==> src/rtl/sertx_pkg.sv <==
package sertx_pkg;

  typedef enum logic [1:0] {
    MODE_ASYNC = 2'd0,
    MODE_MPROC = 2'd1,
    MODE_SYNC  = 2'd2,
    MODE_ALT   = 2'd3
  } sertx_mode_e;

  // Control byte, MSB first: bit 7 .. bit 0
  typedef struct packed {
    logic        par_en;
    logic        par_odd;
    logic        stop2;
    sertx_mode_e mode;
    logic        tick_int;
    logic        sck_drive;
    logic        sdo_serial;
  } sertx_cfg_t;

  localparam logic [7:0] CFG_RESET = 8'h04;

  // Frame context captured when a byte is taken
  typedef struct packed {
    logic sync;
    logic drive;
    logic tick_int;
  } sertx_ctx_t;

endpackage

==> src/rtl/sertx_cfg_reg.sv <==
module sertx_cfg_reg
  import sertx_pkg::*;
(
  input  logic       clk,
  input  logic       rst_n,
  input  logic       we,
  input  logic [7:0] wdata,
  output sertx_cfg_t cfg
);

  always_ff @(posedge clk or negedge rst_n) begin
    if (!rst_n) begin
      cfg <= sertx_cfg_t'(CFG_RESET);
    end else if (we) begin
      cfg <= sertx_cfg_t'(wdata);
    end
  end

endmodule

==> src/rtl/sertx_framer.sv <==
module sertx_framer
  import sertx_pkg::*;
#(
  parameter int DATA_W  = 8,
  parameter int FRAME_W = DATA_W + 4,
  parameter int CNT_W   = $clog2(FRAME_W + 1)
) (
  input  sertx_cfg_t         cfg,
  input  logic [DATA_W-1:0]  data,
  input  logic               flag,
  output logic [FRAME_W-1:0] frame,
  output logic [CNT_W-1:0]   nbits
);

  logic has_x;
  logic xbit;

  always_comb begin
    frame = '1;
    nbits = '0;
    has_x = 1'b0;
    xbit  = 1'b0;
    if (cfg.mode == MODE_SYNC) begin
      frame[DATA_W-1:0] = data;
      nbits = CNT_W'(DATA_W);
    end else begin
      frame[0]        = 1'b0;
      frame[DATA_W:1] = data;
      if (cfg.mode == MODE_MPROC) begin
        has_x = 1'b1;
        xbit  = flag;
      end else if (cfg.par_en) begin
        has_x = 1'b1;
        xbit  = (^data) ^ cfg.par_odd;
      end
      if (has_x) begin
        frame[DATA_W+1] = xbit;
      end
      nbits = CNT_W'(DATA_W + 2) + CNT_W'(has_x) + CNT_W'(cfg.stop2);
    end
  end

endmodule

==> src/rtl/sertx_clk_evt.sv <==
module sertx_clk_evt
  import sertx_pkg::*;
#(
  parameter int SYNC_STAGES = 2
) (
  input  logic       clk,
  input  logic       rst_n,
  input  logic       baud_tick,
  input  logic       sck_in,
  input  logic       busy,
  input  sertx_ctx_t ctx,
  output logic       evt_bit,
  output logic       evt_fall,
  output logic       evt_rise,
  output logic       sck_out
);

  localparam int CHAIN = SYNC_STAGES + 1;

  logic [CHAIN-1:0] sck_chain;
  logic             sck_q;
  logic             ext_rise;
  logic             ext_fall;

  genvar g;
  generate
    for (g = 0; g < CHAIN; g++) begin : g_sync
      if (g == 0) begin : g_first
        always_ff @(posedge clk or negedge rst_n) begin
          if (!rst_n) sck_chain[g] <= 1'b0;
          else        sck_chain[g] <= sck_in;
        end
      end else begin : g_next
        always_ff @(posedge clk or negedge rst_n) begin
          if (!rst_n) sck_chain[g] <= 1'b0;
          else        sck_chain[g] <= sck_chain[g-1];
        end
      end
    end
  endgenerate

  assign ext_rise =  sck_chain[CHAIN-2] & ~sck_chain[CHAIN-1];
  assign ext_fall = ~sck_chain[CHAIN-2] &  sck_chain[CHAIN-1];

  always_ff @(posedge clk or negedge rst_n) begin
    if (!rst_n) begin
      sck_q <= 1'b1;
    end else if (!busy) begin
      sck_q <= 1'b1;
    end else if (ctx.sync && ctx.drive && baud_tick) begin
      sck_q <= ~sck_q;
    end
  end

  assign evt_bit  = !ctx.sync && (ctx.tick_int ? baud_tick : ext_rise);
  assign evt_fall =  ctx.sync && (ctx.drive ? (baud_tick &&  sck_q) : ext_fall);
  assign evt_rise =  ctx.sync && (ctx.drive ? (baud_tick && !sck_q) : ext_rise);
  assign sck_out  = sck_q;

endmodule

==> src/rtl/sertx_shifter.sv <==
module sertx_shifter
  import sertx_pkg::*;
#(
  parameter int FRAME_W = 12,
  parameter int CNT_W   = $clog2(FRAME_W + 1)
) (
  input  logic               clk,
  input  logic               rst_n,
  input  logic               load,
  input  logic [FRAME_W-1:0] frame,
  input  logic [CNT_W-1:0]   nbits,
  input  sertx_ctx_t         ctx_in,
  input  logic               evt_bit,
  input  logic               evt_fall,
  input  logic               evt_rise,
  output logic               busy,
  output logic               ser_bit,
  output sertx_ctx_t         ctx
);

  logic [FRAME_W-1:0] sh;
  logic [CNT_W-1:0]   cnt;
  logic               first;
  logic               last;

  assign last = (cnt == CNT_W'(1));

  always_ff @(posedge clk or negedge rst_n) begin
    if (!rst_n) begin
      sh    <= '1;
      cnt   <= '0;
      busy  <= 1'b0;
      first <= 1'b0;
      ctx   <= '0;
    end else if (load) begin
      sh    <= frame;
      cnt   <= nbits;
      busy  <= 1'b1;
      first <= 1'b1;
      ctx   <= ctx_in;
    end else if (busy) begin
      if (evt_bit) begin
        if (last) begin
          busy <= 1'b0;
        end else begin
          sh  <= {1'b1, sh[FRAME_W-1:1]};
          cnt <= cnt - CNT_W'(1);
        end
      end
      if (evt_fall) begin
        first <= 1'b0;
        if (!first) begin
          sh  <= {1'b1, sh[FRAME_W-1:1]};
          cnt <= cnt - CNT_W'(1);
        end
      end
      if (evt_rise && !first && last) begin
        busy <= 1'b0;
      end
    end
  end

  assign ser_bit = busy ? sh[0] : 1'b1;

endmodule

==> src/rtl/serial_tx_engine.sv <==
module serial_tx_engine
  import sertx_pkg::*;
#(
  parameter int DATA_W      = 8,
  parameter int SYNC_STAGES = 2
) (
  input  logic              clk,
  input  logic              rst_n,
  input  logic              cfg_we,
  input  logic [7:0]        cfg_wdata,
  output logic [7:0]        cfg_rdata,
  input  logic              tx_valid,
  output logic              tx_ready,
  input  logic [DATA_W-1:0] tx_data,
  input  logic              tx_flag,
  input  logic              baud_tick,
  input  logic              gpo_val,
  input  logic              sck_in,
  output logic              sck_out,
  output logic              sck_oe,
  output logic              sdo,
  output logic              tx_busy
);

  localparam int FRAME_W = DATA_W + 4;
  localparam int CNT_W   = $clog2(FRAME_W + 1);

  sertx_cfg_t         cfg;
  sertx_ctx_t         ctx_in;
  sertx_ctx_t         ctx;
  logic [FRAME_W-1:0] frame;
  logic [CNT_W-1:0]   nbits;
  logic               busy;
  logic               ser_bit;
  logic               accept;
  logic               evt_bit;
  logic               evt_fall;
  logic               evt_rise;

  sertx_cfg_reg u_cfg (
    .clk   (clk),
    .rst_n (rst_n),
    .we    (cfg_we),
    .wdata (cfg_wdata),
    .cfg   (cfg)
  );

  sertx_framer #(
    .DATA_W  (DATA_W),
    .FRAME_W (FRAME_W),
    .CNT_W   (CNT_W)
  ) u_framer (
    .cfg   (cfg),
    .data  (tx_data),
    .flag  (tx_flag),
    .frame (frame),
    .nbits (nbits)
  );

  assign ctx_in.sync     = (cfg.mode == MODE_SYNC);
  assign ctx_in.drive    = cfg.sck_drive;
  assign ctx_in.tick_int = cfg.tick_int;

  assign accept = tx_valid && !busy;

  sertx_shifter #(
    .FRAME_W (FRAME_W),
    .CNT_W   (CNT_W)
  ) u_shift (
    .clk      (clk),
    .rst_n    (rst_n),
    .load     (accept),
    .frame    (frame),
    .nbits    (nbits),
    .ctx_in   (ctx_in),
    .evt_bit  (evt_bit),
    .evt_fall (evt_fall),
    .evt_rise (evt_rise),
    .busy     (busy),
    .ser_bit  (ser_bit),
    .ctx      (ctx)
  );

  sertx_clk_evt #(
    .SYNC_STAGES (SYNC_STAGES)
  ) u_evt (
    .clk       (clk),
    .rst_n     (rst_n),
    .baud_tick (baud_tick),
    .sck_in    (sck_in),
    .busy      (busy),
    .ctx       (ctx),
    .evt_bit   (evt_bit),
    .evt_fall  (evt_fall),
    .evt_rise  (evt_rise),
    .sck_out   (sck_out)
  );

  assign cfg_rdata = cfg;
  assign sdo       = cfg.sdo_serial ? ser_bit : gpo_val;
  assign sck_oe    = (cfg.mode == MODE_SYNC) && cfg.sck_drive;
  assign tx_busy   = busy;
  assign tx_ready  = !busy;

endmodule

==> config.mk <==
export PLATFORM = sky130hd
export DESIGN_NAME = serial_tx_engine
export DESIGN_NICKNAME = d
export VERILOG_FILES = /design/src/rtl/sertx_pkg.sv /design/src/rtl/sertx_cfg_reg.sv /design/src/rtl/sertx_framer.sv /design/src/rtl/sertx_clk_evt.sv /design/src/rtl/sertx_shifter.sv /design/src/rtl/serial_tx_engine.sv
export SDC_FILE = /design/constraint.sdc
export NUM_CORES = 1
export LEC_CHECK = 0
export BUFFER_PORTS_ARGS = -buffer_cell sky130_fd_sc_hd__buf_2
export CAP_MARGIN = 10
export CORE_AREA = 2 2 76 78
export CTS_BUF_LIST = sky130_fd_sc_hd__clkbuf_8 sky130_fd_sc_hd__clkbuf_16
export DETAILED_ROUTE_END_ITERATION = 10
export DIE_AREA = 0 0 78 80
export MAX_ROUTING_LAYER = met4
export PLACE_DENSITY = 0.51
export SETUP_SLACK_MARGIN = 0.4
export SYNTH_ARGS = -nofsm -noshare
export SYNTH_HDL_FRONTEND = slang
export SYNTH_SLANG_ARGS = --single-unit
==> constraint.sdc <==
create_clock -name clk -period 2.4 [get_ports clk]
set_clock_uncertainty 0.15 [all_clocks]
set_input_delay 0.36 -clock clk [delete_from_list [all_inputs] [get_ports clk]]
set_output_delay 0.36 -clock clk [all_outputs]
set_load 0.005 [all_outputs]
==> results of run 1 <==
[routing by layer]
| metal | up-vias | wire length (um) |
|---|---|---|
| met5 | - | 0 |
| met3 | 7 | 204 |
| met4 | 0 | 57 |
| met1 | 701 | 1940 |
| li1 | 744 | - |
| met2 | 46 | 1980 |
[power by group through the flow]
stage / Clock, mW / Sequential [mW] / Combinational (mW)
2_1_floorplan: 0 / 0.942 / 0.723
3_3_place_gp: 0 / 0.999 / 0.915
3_5_place_dp: 0 / 0.999 / 0.925
4_1_cts: 0.427 / 0.981 / 0.976
5_1_grt: 0.457 / 1.02 / 1.13
6_report: 0.413 / 0.985 / 0.989
[Yosys cell counts (all sizes together) (3+ instances only)]
cell / number / area (um^2)
o221a: 3 / 33.8
mux2: 10 / 116
dfstp: 14 / 368
buf: 6 / 37.5
clkbuf: 5 / 18.8
mux2i: 6 / 60.1
a311o: 6 / 60.1
nand2: 30 / 115
nand3: 4 / 20.0
dfrtp: 19 / 475
a21oi: 4 / 20.0
nor3b: 3 / 22.5
nand2b: 5 / 31.3
a31oi: 7 / 43.8
ha: 3 / 37.5
o21ai: 12 / 60.1
xnor2: 5 / 43.8
nor2: 16 / 60.1
inv: 6 / 22.5
[worst max path at each step]
stage | start | to | slack (ns) | cells after the start
6_report | u_shift.cnt[1]$_DFFE_PN0P_ | u_shift.sh[9]$_DFFE_PN1P_ | 0.48 | 7
3_3_place_gp | u_shift.cnt[1]$_DFFE_PN0P_ | u_shift.cnt[3]$_DFFE_PN0P_ | 0.40 | 7
4_1_cts | u_shift.cnt[1]$_DFFE_PN0P_ | u_shift.sh[9]$_DFFE_PN1P_ | 0.41 | 7
5_1_grt | u_shift.cnt[1]$_DFFE_PN0P_ | u_shift.cnt[3]$_DFFE_PN0P_ | 0.41 | 7
3_5_place_dp | u_shift.cnt[1]$_DFFE_PN0P_ | u_shift.cnt[3]$_DFFE_PN0P_ | 0.28 | 7
2_1_floorplan | u_shift.cnt[1]$_DFFE_PN0P_ | u_shift.sh[9]$_DFFE_PN1P_ | 0.53 | 7
[cell type report]
class	count	share of cell area
Clock buffer	5	0.0306
Multi-Input combinational cell	138	0.426
Clock inverter	3	0.00780
Timing Repair Buffer	45	0.110
Inverter	6	0.0100
Tap cell	72	0.0401
Sequential cell	33	0.375
[flip-flops by register name, summed over array words and instances (netlist names)]
signal and cells:
u_shift.sh 12, u_cfg.cfg 8, u_shift.cnt 4, u_evt.sck_chain 3, u_shift.ctx 3, u_evt.sck_out 1, u_shift.busy 1, u_shift.first 1
[through the flow]
step / hold slack (ns) / area (um^2) / power [mW] / std cells
3_5_place_dp: 0.203 / 2110 / 1.92 / 289
6_report: -0.0181 / 2250 / 2.39 / 302
5_1_grt: 0.00441 / 2250 / 2.60 / 302
2_1_floorplan: -0.0856 / 1870 / 1.67 / 188
3_3_place_gp: 0.185 / 2110 / 1.91 / 289
4_1_cts: 0.00694 / 2230 / 2.38 / 300
[logic make-up (layout without fill, tap and decap cells)]
group,Yosys count,in the layout,share of synthesized area
compound gates,40,40,0.164
xor+xnor,8,8,0.0449
fa+ha+maj,3,3,0.0201
buf+inv,17,59,0.0422
flops,33,33,0.451
mux,16,16,0.0944
simple gates,71,71,0.183
[placed cells by master (no fill, tap or decap), drive strengths merged, types with 3 or more instances in the layout]
cell    Yosys  final
a21oi       4      4
a311o       6      6
a31oi       7      7
buf         6     45
clkbuf      5      5
dfrtp      19     19
dfstp      14     14
ha          3      3
inv         6      6
mux2       10     10
mux2i       6      6
nand2      30     30
nand2b      5      5
nand3       4      4
nor2       16     16
nor3b       3      3
o21ai      12     12
o221a       3      3
xnor2       5      5
[what timing repair did]
action,CTS,global route
hold buffers,0,0
buffers inserted,3,2
setup endpoints to repair,2,6
pin swaps,1,1
gates cloned,0,0
gates resized for setup,1,2
==> flow_summary_export.csv, run 1 <==
group,metric,value,unit
worst_setup_path,worstReg2RegEnd,"u_shift.sh[9]$_DFFE_PN1P_",
global_route,grt_start_max_net_pins,34,
sta,max_slew_margin,0.511,
power_and_ir_drop,ir_drop,0.000425,V
sta,slew_viol_final,0,
power_and_ir_drop,p_switching,868,uW
placement,hpwl,3030,um
drt,final_antenna_net_count,0,
yosys,synthFlopType,"dfrtp_1",
cells_and_area,syn2layout_area_growth,20.2,%
cells_and_area,drive_gt1_frac,0.391,
die,dieWidth,78,um
worst_hold_path,hp-class,"primary input to asynchronous set/reset pin",
clock_tree,cts_made_buffers,5,
yosys,yosys_warnings,0,
die,rows,27,
cells_and_area,ff_latch_area,843,um^2
drt,firstDrtPassIters,6,
worst_setup_path,r2r_setup_slack,0.48,ns
worst_setup_path,worst-endpoint-arrival,1.98,ns
drt,wl_per_cell,13.8,um
yosys,syn_avg_cell_area,9.94,um^2
cells_and_area,multiInputGateArea,956,um^2
power_and_ir_drop,leakage,1.04,nW
job,maxCapViolCount,0,
power_and_ir_drop,p_per_area,1060,mW/mm^2
drt,wirelength,4180,um
global_route,antenna_found_initial,0,
sta,rsz0062_at_grt,"no",
sta,fin_hold_ws,-0.0181,ns
clock_tree,clock_latency,0.28,ns
worst_setup_path,cpMaxStageDelayCell,"dfrtp_1",
clock_tree,clockBufferDepth,2,
worst_setup_path,cp_top_family,"compound AO/OA/AOI/OAI gates",
sta,tightestPinTransition,0.733,ns
clock_tree,clkTransAtPathRegs,0.07,ns
die,die_h,80,um
sta,finalCriticalPeriod,1.92,ns
cells_and_area,finalCoreUtilization,0.416,
global_route,grt_pass1_vias,1542,
die,die_area,0.00624,mm^2
cells_and_area,diodes,0,
yosys,yosys_register_bits,33,
cells_and_area,fin_nets,256,
placement,port_buffers,36,
yosys,synth_cells,188,
clock_tree,cts_root_buf,"clkbuf_8",
yosys,ys_types,42,
outcome,violations,"negative hold slack",
global_route,grt.met2_usage,0.252,
global_route,grt_first_pass_wirelength,7400,um
yosys,synth_area,0.00187,mm^2
yosys,synth_edf_count,0,
sta,finalWorstSetupSlack,0.482,ns
sta,setup_violations,0,
placement,dpl_worst_slack,0.280,ns
power_and_ir_drop,clkPwrFrac,0.173,
worst_setup_path,path_cells,"inv_2 > ha_1 > nor3b_2 > o21bai_2 > nand2_2 > mux2_4 > a221o_1",
worst_setup_path,crit_path_start_kind,"register",
worst_setup_path,path_buf_inv,1,
clock_tree,cts_tree,"built",
global_route,grt_util_met3,0.0396,
outcome,status,"complete, but fails checks",
die,core_area,0.00541,mm^2
yosys,async_reset_ff_frac,1.00,
sta,clock.fmax,0.521,GHz
drt,drc,0,
drt,via_per_inst,4.96,
worst_setup_path,path_class,"register to register",
power_and_ir_drop,p_seq_frac,0.413,
worst_setup_path,reg2regPathDepth,7,
power_and_ir_drop,intPower,1.52,mW
yosys,synth_nets,215,
global_route,grtUsageMet1,0.195,
worst_setup_path,worstReg2RegStart,"u_shift.cnt[1]$_DFFE_PN0P_",
power_and_ir_drop,netSwitchingFraction,0.364,
die,num_io_pins,37,
sta,finalSetupTns,0,ns
global_route,grt-ovfl-total,0,
worst_setup_path,worstPathRequired,2.46,ns
die,initial_core_util,0.346,
sta,hold_viol,19,
power_and_ir_drop,combPwrFrac,0.414,
cells_and_area,fillerInstances,546,
drt,vias,1498,
global_route,grtUsageTotal,0.157,
placement,gp_congestion,0.767,
worst_setup_path,cpPeakStageDelay,0.38,ns
yosys,synth-seq-area-share,0.451,
drt,drt_iter0_drc,80,
global_route,busiest_layer,"met2",
sta,fin_crit_sh,0.799,
worst_setup_path,crit_fanout,4,
clock_tree,cts_num_sinks,33,
worst_setup_path,end_kind,"register",
clock_tree,htree_levels,2,
Note: power is estimated with default switching activity, not from simulation.
==> run 2, diff against run 1 <==
==> constraint.sdc (replaced) <==
create_clock -name clk -period 1.85 [get_ports clk]
set_clock_uncertainty 0.15 [all_clocks]
set_input_delay 0.2775 -clock clk [delete_from_list [all_inputs] [get_ports clk]]
set_output_delay 0.2775 -clock clk [all_outputs]
set_load 0.005 [all_outputs]
==> flow_summary_export.csv, run 2 (same netlist as run 1, synthesis figures left out) <==
group,metric,value,unit
power_and_ir_drop,netSwitchingFraction,0.362,
placement,port_buffers,36,
clock_tree,clock_latency,0.28,ns
sta,slew_viol_final,0,
sta,setup_violations,0,
global_route,grt-ovfl-total,0,
clock_tree,cts_num_sinks,33,
clock_tree,cts_root_buf,"clkbuf_8",
die,dieWidth,78,um
drt,final_antenna_net_count,0,
die,initial_core_util,0.346,
drt,wirelength,4530,um
worst_hold_path,hp-start,"cfg_wdata[6]",
sta,hold_viol,0,
drt,vias,1595,
worst_setup_path,worst-endpoint-arrival,1.91,ns
clock_tree,clkTransAtPathRegs,0.07,ns
job,maxCapViolCount,0,
cells_and_area,largest_reg_flops,12,
cells_and_area,syn2layout_area_growth,39.9,%
worst_setup_path,worstReg2RegEnd,"u_shift.sh[9]$_DFFE_PN1P_",
clock_tree,htree_levels,2,
worst_setup_path,r2r_setup_slack,0.001,ns
power_and_ir_drop,total_power,3.72,mW
cells_and_area,fin_nets,279,
clock_tree,clockBufferDepth,2,
worst_setup_path,worstReg2RegStart,"u_shift.cnt[1]$_DFFE_PN0P_",
power_and_ir_drop,intPower,2.37,mW
global_route,grt_first_pass_wirelength,7380,um
drt,wl_per_cell,13.9,um
global_route,grt_start_max_net_pins,27,
cells_and_area,diodes,0,
sta,fin_crit_sh,0.999,
power_and_ir_drop,combPwrFrac,0.505,
drt,firstDrtPassIters,4,
clock_tree,cts_made_buffers,5,
drt,drt_iter0_drc,50,
cells_and_area,final_common_cell,"buf_2",
cells_and_area,largestRegisters,"u_shift.sh (12), u_cfg.cfg (8), u_shift.cnt (4)",
sta,max_slew_margin,0.605,
worst_setup_path,end_kind,"register",
sta,tightestPinTransition,0.593,ns
placement,dp_cells,303,
clock_tree,cts_tree,"built",
power_and_ir_drop,clkPwrFrac,0.143,
worst_hold_path,hold_end,"u_cfg.cfg[6]$_DFFE_PN0P_",
drt,via_per_inst,4.91,
die,rows,27,
power_and_ir_drop,p_seq_frac,0.352,
cells_and_area,fin_cells,325,
outcome,status,"finished, final reports clean",
power_and_ir_drop,p_per_area,1420,mW/mm^2
die,core_area,0.00541,mm^2
die,num_io_pins,37,
worst_setup_path,crit_path_start_kind,"register",
global_route,grtUsageTotal,0.154,
sta,rsz0062_at_grt,"yes",
worst_setup_path,path_class,"register to register",
global_route,antenna_found_initial,0,
die,die_h,80,um
drt,drc,0,
placement,gp_congestion,0.840,
cells_and_area,largest_register,"u_shift.sh",
cells_and_area,finalCoreUtilization,0.483,
sta,clock.fmax,0.541,GHz
power_and_ir_drop,p_switching,1.35,mW
global_route,grt_pass1_vias,1549,
worst_hold_path,hp-class,"primary input to register",
cells_and_area,layout_common_cells,"buf_2 (33), nand2_1 (27), buf_4 (25), dfrtp_1 (16)",
placement,hpwl,3230,um
worst_hold_path,min_path_cells,2,
power_and_ir_drop,leakage,1.19,nW
sta,finalCriticalPeriod,1.85,ns
worst_setup_path,reg2regPathDepth,7,
cells_and_area,drive_gt1_frac,0.506,
worst_setup_path,crit_fanout,3,
power_and_ir_drop,ir_drop,0.000534,V
die,die_area,0.00624,mm^2
worst_setup_path,worstPathRequired,1.91,ns
==> run 2: changes by cell type in the layout (fill, tap and decap cells not counted), moves of 6 or more <==
cell and change:
buf_4 +16, o21ai_1 +6, buf_6 +6, o21ai_0 -7
==> run 2: worst max-delay path, cell delays in order, from the launching register on <==
cell      delay [ns]
dfrtp_1         0.39
inv_2           0.08
ha_4            0.12
nor3b_4         0.18
o21bai_4        0.17
nand2_2         0.08
mux2_4          0.29
a221o_1         0.31
==> run 2: per-layer routing <==
| metal | wire length (um) | vias up | track usage |
|---|---|---|---|
| li1 | - | 796 | - |
| met1 | 2220 | 762 | 0.211 |
| met2 | 2090 | 32 | 0.230 |
| met3 | 160 | 5 | 0.0351 |
| met4 | 51 | 0 | 0.0474 |
| met5 | 0 | - | - |
==> run 2: stage by stage <==
step                cell area [um^2]  setup TNS (ns)  setup WS, ns  hold WS (ns)
finish                          2610               0       0.00119        0.0682
global route                    2610          -0.262       -0.0991        0.0626
CTS                             2420               0        0.0111        0.0600
detailed placement              2250               0        0.0280         0.170
global placement                2250               0        0.0411         0.175
floorplan                       1890               0        0.0395        -0.168
==> run 2: final cells by class <==
cell class / count / area, um^2
fill: 528 / 2790
tap: 72 / 90.1
multi-input combinational: 138 / 1090
clock inverter: 3 / 17.5
sequential: 33 / 847
timing repair buffer: 68 / 475
inverter: 6 / 22.5
clock buffer: 5 / 68.8
==> run 2: timing repair <==
item                                    CTS  global route
pin swaps                                 4            10
setup buffers                             5             7
hold buffers                              2             0
endpoints found under the setup margin   20            21
resized for setup                         8            26
hold endpoints to repair                 20             0
==> run 2: power groups by stage <==
stage               sequential (mW)  clock [mW]  combinational (mW)
finish                         1.31       0.530                1.88
global route                   1.35       0.584                2.05
global placement               1.29           0                1.43
detailed placement             1.28           0                1.44
CTS                            1.28       0.551                1.55
floorplan                      1.23           0               0.981
==> run 2: worst max path at each step <==
stage                                          start                        end  slack, ns  depth (start not counted)
after floorplan           u_shift.cnt[1]$_DFFE_PN0P_  u_shift.sh[9]$_DFFE_PN1P_       0.04                          7
after global placement    u_shift.cnt[1]$_DFFE_PN0P_  u_shift.sh[9]$_DFFE_PN1P_       0.04                          7
after detailed placement  u_shift.cnt[1]$_DFFE_PN0P_  u_shift.sh[9]$_DFFE_PN1P_       0.03                          7
after CTS                 u_shift.cnt[1]$_DFFE_PN0P_  u_shift.sh[9]$_DFFE_PN1P_       0.01                          7
after global routing      u_shift.cnt[1]$_DFFE_PN0P_  u_shift.sh[9]$_DFFE_PN1P_       -0.1                          7
final                     u_shift.cnt[1]$_DFFE_PN0P_  u_shift.sh[9]$_DFFE_PN1P_      0.001                          7
==> run 3, diff against run 2 <==
--- a/config.mk
+++ b/config.mk
@@ -7,12 +7,12 @@
 export LEC_CHECK = 0
 export BUFFER_PORTS_ARGS = -buffer_cell sky130_fd_sc_hd__buf_2
 export CAP_MARGIN = 10
-export CORE_AREA = 2 2 76 78
+export CORE_AREA = 2 2 65 67
 export CTS_BUF_LIST = sky130_fd_sc_hd__clkbuf_8 sky130_fd_sc_hd__clkbuf_16
 export DETAILED_ROUTE_END_ITERATION = 10
-export DIE_AREA = 0 0 78 80
+export DIE_AREA = 0 0 67 69
 export MAX_ROUTING_LAYER = met4
-export PLACE_DENSITY = 0.51
+export PLACE_DENSITY = 0.68
 export SETUP_SLACK_MARGIN = 0.4
 export SYNTH_ARGS = -nofsm -noshare
 export SYNTH_HDL_FRONTEND = slang
==> flow_summary_export.csv, run 3 (same netlist as run 1, synthesis figures left out) <==
group,metric,value,unit
drt,drt_iter0_drc,66,
worst_setup_path,cp_top_family,"compound AO/OA/AOI/OAI gates",
outcome,status,"complete, but fails checks",
cells_and_area,design_area,0.00248,mm^2
worst_setup_path,end_kind,"register",
worst_setup_path,crit_fanout,3,
power_and_ir_drop,intPower,2.23,mW
clock_tree,cts_made_buffers,5,
placement,gp_congestion,0.872,
clock_tree,cts_root_buf,"clkbuf_8",
clock_tree,cts_tree,"built",
power_and_ir_drop,p_switching,1.26,mW
cells_and_area,largestRegisters,"u_shift.sh (12), u_cfg.cfg (8), u_shift.cnt (4)",
clock_tree,clockBufferDepth,2,
worst_setup_path,cpMaxStageDelayCell,"dfrtp_1",
worst_setup_path,path_cells,"inv_2 > ha_4 > nor3b_4 > o21bai_4 > nand2_2 > mux2_4 > a221o_1",
sta,fin_crit_sh,1.00,
sta,rsz0062_at_grt,"yes",
drt,vias,1586,
worst_setup_path,worstPathRequired,1.91,ns
worst_setup_path,worst-endpoint-arrival,1.92,ns
die,num_io_pins,37,
power_and_ir_drop,p_per_area,1410,mW/mm^2
sta,finalWorstSetupSlack,-0.00771,ns
power_and_ir_drop,p_seq_frac,0.374,
worst_setup_path,cpPeakStageDelay,0.39,ns
die,die_h,69,um
cells_and_area,diodes,0,
global_route,antenna_found_initial,0,
drt,final_antenna_net_count,0,
global_route,grt_first_pass_wirelength,6910,um
job,maxCapViolCount,0,
power_and_ir_drop,ir_drop,0.000758,V
cells_and_area,largest_reg_flops,12,
worst_setup_path,reg2regPathDepth,7,
worst_hold_path,min_path_cells,2,
drt,firstDrtPassIters,4,
sta,clock.fmax,0.538,GHz
clock_tree,htree_levels,2,
clock_tree,clock_latency,0.28,ns
power_and_ir_drop,leakage,1.16,nW
sta,tightestPinTransition,0.409,ns
sta,max_slew_margin,0.727,
clock_tree,cts_num_sinks,33,
global_route,grt-ovfl-total,0,
global_route,grtUsageTotal,0.201,
drt,wl_per_cell,14.3,um
drt,wirelength,4230,um
sta,hold_viol,0,
drt,drc,0,
worst_setup_path,path_buf_inv,1,
sta,setup_violations,1,
die,initial_core_util,0.477,
placement,dpl_cell_area,0.00222,mm^2
power_and_ir_drop,netSwitchingFraction,0.362,
die,dieWidth,67,um
cells_and_area,syn2layout_area_growth,32.6,%
placement,hpwl,3010,um
power_and_ir_drop,clkPwrFrac,0.148,
placement,dp_cells,279,
power_and_ir_drop,combPwrFrac,0.477,
die,die_area,0.00462,mm^2
worst_hold_path,hp-class,"primary input to register",
cells_and_area,fin_nets,273,
sta,slew_viol_final,0,
global_route,grt_start_max_net_pins,34,
drt,via_per_inst,5.34,
outcome,violations,"negative setup slack",
cells_and_area,largest_register,"u_shift.sh",
die,core_area,0.00391,mm^2
worst_setup_path,crit_path_start_kind,"register",
cells_and_area,fin_cells,297,
cells_and_area,final_common_cell,"buf_2",
cells_and_area,layout_common_cells,"buf_2 (35), nand2_1 (27), buf_4 (19), dfrtp_1 (17)",
clock_tree,clkTransAtPathRegs,0.07,ns
worst_setup_path,path_class,"register to register",
global_route,grt_pass1_vias,1568,
cells_and_area,drive_gt1_frac,0.474,
sta,finalCriticalPeriod,1.86,ns
die,rows,23,
worst_setup_path,worst-path-stages,7,
placement,port_buffers,36,
run 3: cell count changes in the layout (fill, tap and decap cells not counted), sizes merged:
cell and change:
buf -6
run 3: area by class of cell:
cell class                 count  area [um^2]
clock buffer                   5         68.8
clock inverter                 3         17.5
fill                         339         1440
inverter                       6         22.5
multi-input combinational    138         1040
sequential                    33          846
tap                           50         62.6
timing repair buffer          62          423
run 3: per-stage QoR:
stage	total power, mW	util	TNS [ns]	setup WS [ns]	hold slack (ns)
3_5_place_dp	2.71	0.568	0	0.0143	0.0967
5_1_grt	3.73	0.633	-0.179	-0.0741	0.0659
6_report	3.49	0.633	-0.00771	-0.00771	0.0723
3_3_place_gp	2.68	0.568	0	0.0419	0.0979
2_1_floorplan	2.21	-	0	0.0395	-0.168
4_1_cts	3.34	0.613	0	0.0292	0.0653
run 3: repair_timing:
| item | 4_1_cts | 5_1_grt |
|---|---|---|
| hold buffers | 2 | 0 |
| endpoints found under the hold margin | 20 | 0 |
| endpoints found under the setup margin | 20 | 23 |
| buffers inserted | 5 | 3 |
| gates cloned | 0 | 0 |
| pin swaps | 5 | 7 |
| resized for setup | 8 | 16 |
run 3: path summary, 6_finish.rpt:
kind	slack, ns	end	start
max in group asynchronous	0.97	u_shift.sh[4]$_DFFE_PN1P_	rst_n
worst max-delay path	-0.008	u_shift.sh[9]$_DFFE_PN1P_	u_shift.cnt[1]$_DFFE_PN0P_
min in group asynchronous	0.34	u_shift.cnt[3]$_DFFE_PN0P_	rst_n
worst min-delay path	0.07	u_cfg.cfg[7]$_DFFE_PN0P_	cfg_wdata[7]
worst min register to register	0.21	u_evt.sck_chain[1]$_DFF_PN0_	u_evt.sck_chain[0]$_DFF_PN0_
worst max register to register	-0.008	u_shift.sh[9]$_DFFE_PN1P_	u_shift.cnt[1]$_DFFE_PN0P_
run 3: power groups by stage:
stage | clock network [mW] | registers [mW] | logic (mW)
after global placement | 0 | 1.28 | 1.39
after global routing | 0.570 | 1.34 | 1.82
after CTS | 0.532 | 1.29 | 1.52
after detailed placement | 0 | 1.28 | 1.43
after floorplan | 0 | 1.23 | 0.981
final | 0.518 | 1.31 | 1.67
run 3: routing by layer:
metal	vias to the layer above	wire length [um]	GRT usage
met5	-	0	-
met4	0	36	0.0544
met3	5	200	0.0587
met2	36	2070	0.295
met1	765	1930	0.271
li1	780	-	-
